## config.mk

```make
export PLATFORM = sky130hd
export DESIGN_NAME = eep_prog_seq
export DESIGN_NICKNAME = d
export VERILOG_FILES = /design/src/rtl/eep_seq_pkg.sv /design/src/rtl/eep_cmd_hold.sv /design/src/rtl/eep_phase_timer.sv /design/src/rtl/eep_word_array.sv /design/src/rtl/eep_prog_seq.sv
export SDC_FILE = /design/constraint.sdc
export NUM_CORES = 1
export LEC_CHECK = 0
export CAP_MARGIN = 20
export CELL_PAD_IN_SITES_DETAIL_PLACEMENT = 2
export CELL_PAD_IN_SITES_GLOBAL_PLACEMENT = 2
export CORE_ASPECT_RATIO = 1.2
export CORE_MARGIN = 1.5
export CORE_UTILIZATION = 44
export CTS_CLUSTER_SIZE = 16
export DETAILED_ROUTE_END_ITERATION = 10
export PLACE_DENSITY_LB_ADDON = 0.1
export SYNTH_ARGS = -nofsm -noshare
export SYNTH_HDL_FRONTEND = slang
export SYNTH_SLANG_ARGS = --single-unit
```

## constraint.sdc

```tcl
create_clock -name clk -period 2.75 [get_ports clk]
set_clock_uncertainty 0.1 [all_clocks]
set_input_delay 0.55 -clock clk [delete_from_list [all_inputs] [get_ports clk]]
set_output_delay 0.55 -clock clk [all_outputs]
set_load 0.02 [all_outputs]
```

## src/rtl/eep_seq_pkg.sv

```systemverilog
package eep_seq_pkg;

    localparam int WORD_W = 16;

    typedef enum logic [1:0] {
        OP_ERASE = 2'd0,
        OP_WRITE = 2'd1,
        OP_ERAL  = 2'd2,
        OP_WRAL  = 2'd3
    } prog_op_e;

    typedef enum logic [1:0] {
        PH_IDLE  = 2'd0,
        PH_ERASE = 2'd1,
        PH_PROG  = 2'd2
    } phase_e;

    typedef struct packed {
        prog_op_e            op;
        logic                x8;
        logic [WORD_W-1:0]   data;
    } cmd_t;

    function automatic logic op_is_all(prog_op_e op);
        return (op == OP_ERAL) || (op == OP_WRAL);
    endfunction

    function automatic logic op_programs(prog_op_e op);
        return (op == OP_WRITE) || (op == OP_WRAL);
    endfunction

    // byte-lane enables: whole word unless a single op in byte mode
    function automatic logic [1:0] lane_sel(logic x8, logic lsb, logic whole);
        if (whole || !x8)
            return 2'b11;
        return lsb ? 2'b10 : 2'b01;
    endfunction

    function automatic logic [WORD_W-1:0] spread(logic [WORD_W-1:0] d, logic x8);
        return x8 ? {d[7:0], d[7:0]} : d;
    endfunction

endpackage

```

## src/rtl/eep_cmd_hold.sv

```systemverilog
module eep_cmd_hold
    import eep_seq_pkg::*;
#(
    parameter int AW = 4
) (
    input  logic                clk,
    input  logic                rst,
    input  logic                idle,
    input  logic                cmd_valid,
    input  logic [1:0]          cmd_op,
    input  logic [AW:0]         cmd_addr,
    input  logic [WORD_W-1:0]   cmd_data,
    input  logic                org_x8,
    input  logic                cs,
    output logic                launch,
    output logic                cs_fall,
    output cmd_t                held,
    output logic [AW:0]         held_addr
);

    logic cs_q;
    logic pend_q;

    assign cs_fall = cs_q && !cs;
    assign launch  = cs_fall && pend_q && idle;

    always_ff @(posedge clk) begin
        if (rst) begin
            cs_q      <= 1'b0;
            pend_q    <= 1'b0;
            held      <= '{op: OP_ERASE, x8: 1'b0, data: '0};
            held_addr <= '0;
        end else begin
            cs_q <= cs;
            if (launch) begin
                pend_q <= 1'b0;
            end else if (cmd_valid && idle) begin
                pend_q    <= 1'b1;
                held      <= '{op: prog_op_e'(cmd_op), x8: org_x8, data: cmd_data};
                held_addr <= cmd_addr;
            end
        end
    end

    AST_DROP_WHILE_BUSY: assert property (@(posedge clk) disable iff (rst)
        (!idle && cmd_valid) |=> !pend_q) else $error("busy command kept");

    AST_LAUNCH_CONSUMES: assert property (@(posedge clk) disable iff (rst)
        launch |=> !pend_q) else $error("pending survived launch");

endmodule

```

## src/rtl/eep_phase_timer.sv

```systemverilog
module eep_phase_timer #(
    parameter int CW = 4
) (
    input  logic          clk,
    input  logic          rst,
    input  logic          active,
    input  logic [CW-1:0] limit,
    output logic          expire
);

    logic [CW-1:0] cnt_q;

    assign expire = active && (cnt_q == limit - CW'(1));

    always_ff @(posedge clk) begin
        if (rst)
            cnt_q <= '0;
        else if (!active || expire)
            cnt_q <= '0;
        else
            cnt_q <= cnt_q + CW'(1);
    end

    AST_CNT_BELOW_LIMIT: assert property (@(posedge clk) disable iff (rst)
        active |-> (cnt_q < limit)) else $error("phase counter overran");

endmodule

```

## src/rtl/eep_word_array.sv

```systemverilog
module eep_word_array
    import eep_seq_pkg::*;
#(
    parameter int WORDS = 16,
    parameter int AW    = 4
) (
    input  logic                clk,
    input  logic                rst,
    input  logic                we,
    input  logic [AW-1:0]       waddr,
    input  logic [1:0]          wmask,
    input  logic [WORD_W-1:0]   wdata,
    input  logic [AW-1:0]       raddr,
    output logic [WORD_W-1:0]   rdata
);

    logic [WORD_W-1:0] cells_q [WORDS];

    generate
        for (genvar w = 0; w < WORDS; w++) begin : g_word
            for (genvar b = 0; b < 2; b++) begin : g_lane
                always_ff @(posedge clk) begin
                    if (rst)
                        cells_q[w][b*8 +: 8] <= 8'hFF;
                    else if (we && wmask[b] && (waddr == AW'(w)))
                        cells_q[w][b*8 +: 8] <= wdata[b*8 +: 8];
                end
            end
        end
    endgenerate

    assign rdata = cells_q[raddr];

    AST_MASK_LIVE: assert property (@(posedge clk) disable iff (rst)
        we |-> (wmask != 2'b00)) else $error("write with no lane");

endmodule

```

## src/rtl/eep_prog_seq.sv

```systemverilog
module eep_prog_seq
    import eep_seq_pkg::*;
#(
    parameter  int WORDS     = 16,
    parameter  int ERASE_CYC = 4,
    parameter  int PROG_CYC  = 6,
    localparam int AW        = $clog2(WORDS)
) (
    input  logic              clk,
    input  logic              rst,
    input  logic              org_x8,
    input  logic              cmd_valid,
    input  logic [1:0]        cmd_op,
    input  logic [AW:0]       cmd_addr,
    input  logic [15:0]       cmd_data,
    input  logic              cs,
    input  logic [AW-1:0]     rd_addr,
    output logic [15:0]       rd_data,
    output logic              busy,
    output logic              do_drive,
    output logic              do_level
);

    localparam int           MAXC = (ERASE_CYC > PROG_CYC) ? ERASE_CYC : PROG_CYC;
    localparam int           CW   = $clog2(MAXC + 1);
    localparam logic [AW-1:0] LAST = AW'(WORDS - 1);

    phase_e              phase_q;
    logic [AW-1:0]       loc_q;
    logic                win_q;
    logic                launch, cs_fall, expire, idle;
    cmd_t                held;
    logic [AW:0]         held_addr;
    logic [AW-1:0]       held_word;
    logic                all_op;
    logic [CW-1:0]       limit;
    logic                we;
    logic [1:0]          wmask;
    logic [WORD_W-1:0]   wdata;

    assign idle      = (phase_q == PH_IDLE);
    assign all_op    = op_is_all(held.op);
    assign held_word = held.x8 ? held_addr[AW:1] : held_addr[AW-1:0];
    assign limit     = (phase_q == PH_PROG) ? CW'(PROG_CYC) : CW'(ERASE_CYC);

    eep_cmd_hold #(.AW(AW)) u_hold (
        .clk       (clk),
        .rst       (rst),
        .idle      (idle),
        .cmd_valid (cmd_valid),
        .cmd_op    (cmd_op),
        .cmd_addr  (cmd_addr),
        .cmd_data  (cmd_data),
        .org_x8    (org_x8),
        .cs        (cs),
        .launch    (launch),
        .cs_fall   (cs_fall),
        .held      (held),
        .held_addr (held_addr)
    );

    eep_phase_timer #(.CW(CW)) u_timer (
        .clk    (clk),
        .rst    (rst),
        .active (!idle),
        .limit  (limit),
        .expire (expire)
    );

    // commit one location's phase at the end of its timed window
    assign we    = expire;
    assign wmask = lane_sel(held.x8, held_addr[0], all_op);
    assign wdata = (phase_q == PH_ERASE) ? '1 : spread(held.data, held.x8);

    eep_word_array #(.WORDS(WORDS), .AW(AW)) u_array (
        .clk   (clk),
        .rst   (rst),
        .we    (we),
        .waddr (loc_q),
        .wmask (wmask),
        .wdata (wdata),
        .raddr (rd_addr),
        .rdata (rd_data)
    );

    always_ff @(posedge clk) begin
        if (rst) begin
            phase_q <= PH_IDLE;
            loc_q   <= '0;
        end else if (launch) begin
            phase_q <= PH_ERASE;
            loc_q   <= all_op ? '0 : held_word;
        end else if (expire) begin
            if (phase_q == PH_ERASE && op_programs(held.op)) begin
                phase_q <= PH_PROG;
            end else if (all_op && loc_q != LAST) begin
                loc_q   <= loc_q + AW'(1);
                phase_q <= PH_ERASE;
            end else begin
                phase_q <= PH_IDLE;
            end
        end
    end

    always_ff @(posedge clk) begin
        if (rst)
            win_q <= 1'b0;
        else if (launch)
            win_q <= 1'b1;
        else if (cs_fall && idle)
            win_q <= 1'b0;
    end

    assign busy     = !idle;
    assign do_drive = cs && win_q;
    assign do_level = idle;

    AST_IDLE_NEEDS_LAUNCH: assert property (@(posedge clk) disable iff (rst)
        (idle && !launch) |=> (phase_q == PH_IDLE)) else $error("start without cs fall");

    AST_PROG_ONLY_WRITE: assert property (@(posedge clk) disable iff (rst)
        (phase_q == PH_PROG) |-> op_programs(held.op)) else $error("program phase on erase op");

    AST_SINGLE_STAYS: assert property (@(posedge clk) disable iff (rst)
        (!idle && !all_op) |-> (loc_q == held_word)) else $error("single op moved location");

    AST_STATUS_OPEN: assert property (@(posedge clk) disable iff (rst)
        launch |=> (win_q && busy)) else $error("status window not opened");

endmodule

```

Word-level counts from Yosys, hierarchy flattened. Memory sizes are Yosys's and may differ from the RTL's. Index checks and enable logic that the tools add are counted.

Register bits after elaboration: 36. Memory bits (writable): 256. Input port bits: 32. Output and inout port bits: 19. Word-level logic and storage cells: 279. Memories kept: 1.

Add/subtract/negate cells: 3. Equality and inequality tests: 23. Mux-type cells: 149. Bitwise operators: 33. Reductions and logical operators: 59.

Memories: u_array.cells_q (words 16, width 16, read ports 1, clocked after memory_dff 0, write ports 16, line eep_word_array.sv:17) `logic [WORD_W-1:0] cells_q [WORDS];`.

Operators with widths (count): 8-bit 2-to-1 mux (32); 1-bit 2-to-1 mux (104); 1-bit logical AND (43); 4-bit == test, second input constant (8); 16-bit 2-to-1 mux (2); 1-bit OR (32); 4-bit 2-to-1 mux (6); 4-bit by 3-bit == test with 1-bit output, second input constant (4); 2-bit 2-to-1 mux (5); 4-bit by 2-bit == test with 1-bit output, second input constant (2); 2-bit == test, second input constant (3); 2-bit nonzero test (3); 4-bit by 1-bit adder with 4-bit output, second input constant (1); 2-bit by 1-bit == test with 1-bit output, second input constant (2); 4-bit by 1-bit == test with 1-bit output, second input constant (1); 4-bit logical NOT (1); 1-bit logical OR (4); 4-bit != test, second input constant (1); 2-bit OR reduction (2); 3-bit by 1-bit adder with 3-bit output, second input constant (1); 3-bit == test (1); 1-bit logical NOT (3); 3-bit AND reduction (1); 3-bit by 1-bit subtractor with 3-bit output, second input constant (1); 4 further kinds (4).

Depth between registers and ports, before layout.
Depth after elaboration: 11. Gate-level depth with buffers: 7. Depth with buffers taken out: 5.

Cells and area by module. Synthesis repeated with hierarchy kept, for this count alone.

Cell total of the unflattened synthesis: 1030. Area, all modules: 13559.3 um2.

By module, submodules not included: eep_word_array (instances 1, cells each 814, area each 11524.8 um2, sequential area each 7687.4 um2); eep_cmd_hold (instances 1, cells each 113, area each 1188.6 um2, sequential area each 520.5 um2); eep_prog_seq (instances 1, cells each 86, area each 656.9 um2, sequential area each 140.1 um2); eep_phase_timer (instances 1, cells each 17, area each 188.9 um2, sequential area each 60.1 um2).

Worst setup path after synthesis. Ideal clock, no wire load.

Path type: input -> output. Start: input port rd_addr[1]. End: output port rd_data[11]. Data arrival time: 1.949 ns. Data required time: 2.100 ns. Slack: 0.151 ns. Stages: 4. Path through: buf_2 clkbuf_1 mux4_2 mux4_2.

Longest elaborated chain between the ends: 1.

RTL lines: start, declared (line eep_prog_seq.sv:17) `input logic [AW-1:0] rd_addr,`; memory read 16 x 16 bit; end, declared (line eep_prog_seq.sv:18) `output logic [15:0] rd_data,`.

No other way between the ends.

Final worst setup path.
Start: memory u_array.cells_q[15][9]. End: output port rd_data[9].

Longest elaborated chain between the ends: 1.

RTL lines (line): start, declared (eep_word_array.sv:17); memory read 16 x 16 bit.

No other way between the ends.

==> results.sh <==
export IMPL_layout_drive_gt1_share_pct=24.45
export IMPL_grt_pass1_vias=9312
export IMPL_wirelength_mm=41.99
export IMPL_cts_tree="done"
export IMPL_final_max_slew_viol_count=0
export IMPL_worstPathRequired_ps=2100
export IMPL_synth_edf_count=256
export IMPL_fp_coreArea_sq_um=28930
export IMPL_end_kind="primary output"
export IMPL_switchingPower_uw=2242
export IMPL_ys_warn_count=0
export IMPL_fill_cells=2683
export IMPL_fin_total_pwr_uw=9983
export IMPL_routedWlPerCell_um=29.16
export IMPL_hpwlAfterDp_mm=28.56
export IMPL_synth_distinct_cells=43
export IMPL_gp_congestion=0.8576
export IMPL_p_per_area_nw_per_um2=638.1
export IMPL_setup_slack_ps=-64.90
export IMPL_p_int_uw=7741
export IMPL_yosysSeqAreaShare_pct=64.57
export IMPL_worstSetupStartpointType="flop"
export IMPL_ctsHoldBuffers=0
export IMPL_avgSynthCellArea_sq_um=14.15
export IMPL_synth_top_area_share_pct=59.04
export IMPL_firstDrtPassIters=5
export IMPL_max_freq_mhz=355.3
export IMPL_cts_reportedPaths_clkPinSlew_ps=60
export IMPL_place_area_sq_um=14340
export IMPL_synth_seq_cells=292
export IMPL_antenna_left=0
export IMPL_syn_nets=957
export IMPL_switching_share_pct=22.46
export IMPL_layout_common_cells="nand2_1, edfxtp_1, mux4_2"
export IMPL_insertedDiodeCount=0
export IMPL_setup_viol=9
export IMPL_min_path_type="reg -> reg"
export IMPL_fin_hold_ws_ps=387.1
export IMPL_ys_flop_type="edfxtp_1"
export IMPL_initial_core_util_pct=45.01
export IMPL_crit_type="reg -> out"
export IMPL_drt_iter0_drc=684
export IMPL_worst_ir_drop_vdd_mv=0.3669
export IMPL_cts_sinks=292
export IMPL_gr_usage_all_layers_pct=28.12
export IMPL_boundaryPins=51
export IMPL_routed_via_density=5.884
export IMPL_fp_dieH_um=191.4
export IMPL_p_clk_share_pct=44.4
export IMPL_clockRootBuffer="clkbuf_16"
export IMPL_synth_cells=920
export IMPL_drc=0
export IMPL_dieArea_sq_um=30640
export IMPL_slew_limit_headroom_pct=58.87
export IMPL_post_cts_setup_buffer_count=0
export IMPL_cts_buffers=34
export IMPL_numPortBuffers=50
export IMPL_status="finished with violations"
export IMPL_pwr_share_comb_pct=7.0
export IMPL_grt_setup_unrepaired="true"
export IMPL_die_w_um=160.0
export IMPL_hold_viol_final=0
export IMPL_yosysTopAreaCell="edfxtp_1"
export IMPL_critPathArrivalTime_ps=2160
export IMPL_clkLatencyLatePin_ps=510
export IMPL_leakagePower_uw=0.004158
export IMPL_cts_buffer_depth=3
export IMPL_async_flop_share_pct=0
export IMPL_vias=8473
export IMPL_seq_power_share_pct=48.6
export IMPL_core_rowCount=68
export IMPL_final_nets=1067
export IMPL_fin_crit_sh_pct=102.4
export IMPL_htreeDepth=2
export IMPL_tightestPinTransition_ps=614.7
export IMPL_grt_pass1_wl_mm=62.42
export IMPL_synth_area_sq_um=13020
export IMPL_mostFrequentLayoutCell="nand2_1"
export IMPL_tns_ps=-177.0
export IMPL_fin_area_sq_um=15640
export IMPL_synthToLayoutAreaGrowth_pct=20.14
export IMPL_antenna_found_initial=2
export IMPL_path_max_fanout=1
export IMPL_finalCriticalPeriod_ps=2815
export IMPL_synth_area_leaders="edfxtp_1, mux4_2, nand2_1"
export IMPL_grt_start_max_net_pins=38
export IMPL_maxCapViolCount=0
export IMPL_gr_total_overflow=0
export IMPL_violations="negative setup slack"
[critical path: stages, from the launching register on]
cell,delay [ps]
edfxtp_1,430
mux4_2,520
mux4_2,550
buf_6,160
[per-layer routing]
layer / part of all wire, % / track usage, % / up-vias
met1: 39 / 35.62 / 4499
met2: 52 / 49.80 / 294
li1: - / - / 3609
met4: 2.5 / 8.052 / 4
met3: 5.8 / 4.752 / 67
met5: 0.064 / 0 / -
[final cells by class]
cell class,count,area [sq um],share of cell area [%]
well taps,385,481.7,3.079
repair buffers,132,1385,8.854
clock buffers,53,985.9,6.302
flip-flops and latches,292,8408,53.75
multi-input cells,565,4280,27.36
clock inverters,8,83.83,0.5359
inverters,5,18.77,0.1200
[power by group through the flow]
| stage | clock network (uW) | logic [uW] | registers [uW] |
|---|---|---|---|
| 3_3_place_gp | 0 | 609 | 4950 |
| 6_report | 4430 | 698 | 4850 |
| 5_1_grt | 4640 | 742 | 4860 |
| 2_1_floorplan | 0 | 366 | 4940 |
| 4_1_cts | 4500 | 682 | 4860 |
| 3_5_place_dp | 0 | 651 | 4950 |
[synth_stat cells, types with 2 or more instances]
cell,count
nor2b_1,14
nand4_1,3
mux2i_1,28
clkbuf_1,24
nor2_2,17
nand2_1,272
buf_2,15
a311oi_1,3
a211oi_1,3
o2111ai_2,2
mux4_2,80
a21oi_1,5
dfxtp_1,36
nor3_1,4
nor2_4,3
a31o_2,2
buf_1,5
ha_1,5
edfxtp_1,256
inv_1,5
nand3_1,6
buf_4,4
nor2_1,52
a211oi_2,7
nand3b_1,4
and2_1,6
buf_6,10
o21ai_0,34
[sequential cells by signal (all words and copies together), names as in the netlist]
signal,flops
u_hold.held,19
u_hold.cs_q,1
phase_q,2
u_timer.cnt_q,3
u_hold.pend_q,1
u_array.cells_q,256
loc_q,4
u_hold.held_addr,5
win_q,1
[worst paths after layout]
path | to | slack (ps) | cells after the start | start
worst max-delay path | rd_data[9] | -60 | 3 | u_array.cells_q[15][9]
worst min-delay path | win_q | 390 | 2 | win_q
worst max register to register | u_array.cells_q[11][1] | 240 | 5 | u_timer.cnt_q[2]
worst min register to register | win_q | 390 | 2 | win_q
[through the flow]
stage | util, % | setup slack (ps) | instances
after floorplan | - | 151.5 | 920
after global placement | 49.58 | -489.8 | 1370
after detailed placement | 49.58 | -510.7 | 1370
after CTS | 53.66 | -68.50 | 1434
after global routing | 54.08 | -101.3 | 1440
final | 54.08 | -64.90 | 1440
[cell families after synthesis]
| logic type | Yosys count | synth area share [%] |
|---|---|---|
| DFF | 292 | 64.57 |
| buffers and inverters | 63 | 2.652 |
| muxes | 108 | 15.99 |
| AOI/OAI and AO/OA | 61 | 3.402 |
| adders and majority gates | 5 | 0.4804 |
| and+or+nand+nor | 390 | 12.84 |
| xor gates and xnor gates | 1 | 0.06727 |
[timing repair]
action,in CTS,in global routing
cloned,3,3
resized for setup,98,6
setup endpoints to repair,16,16
Power figures use the tool's default switching activity.
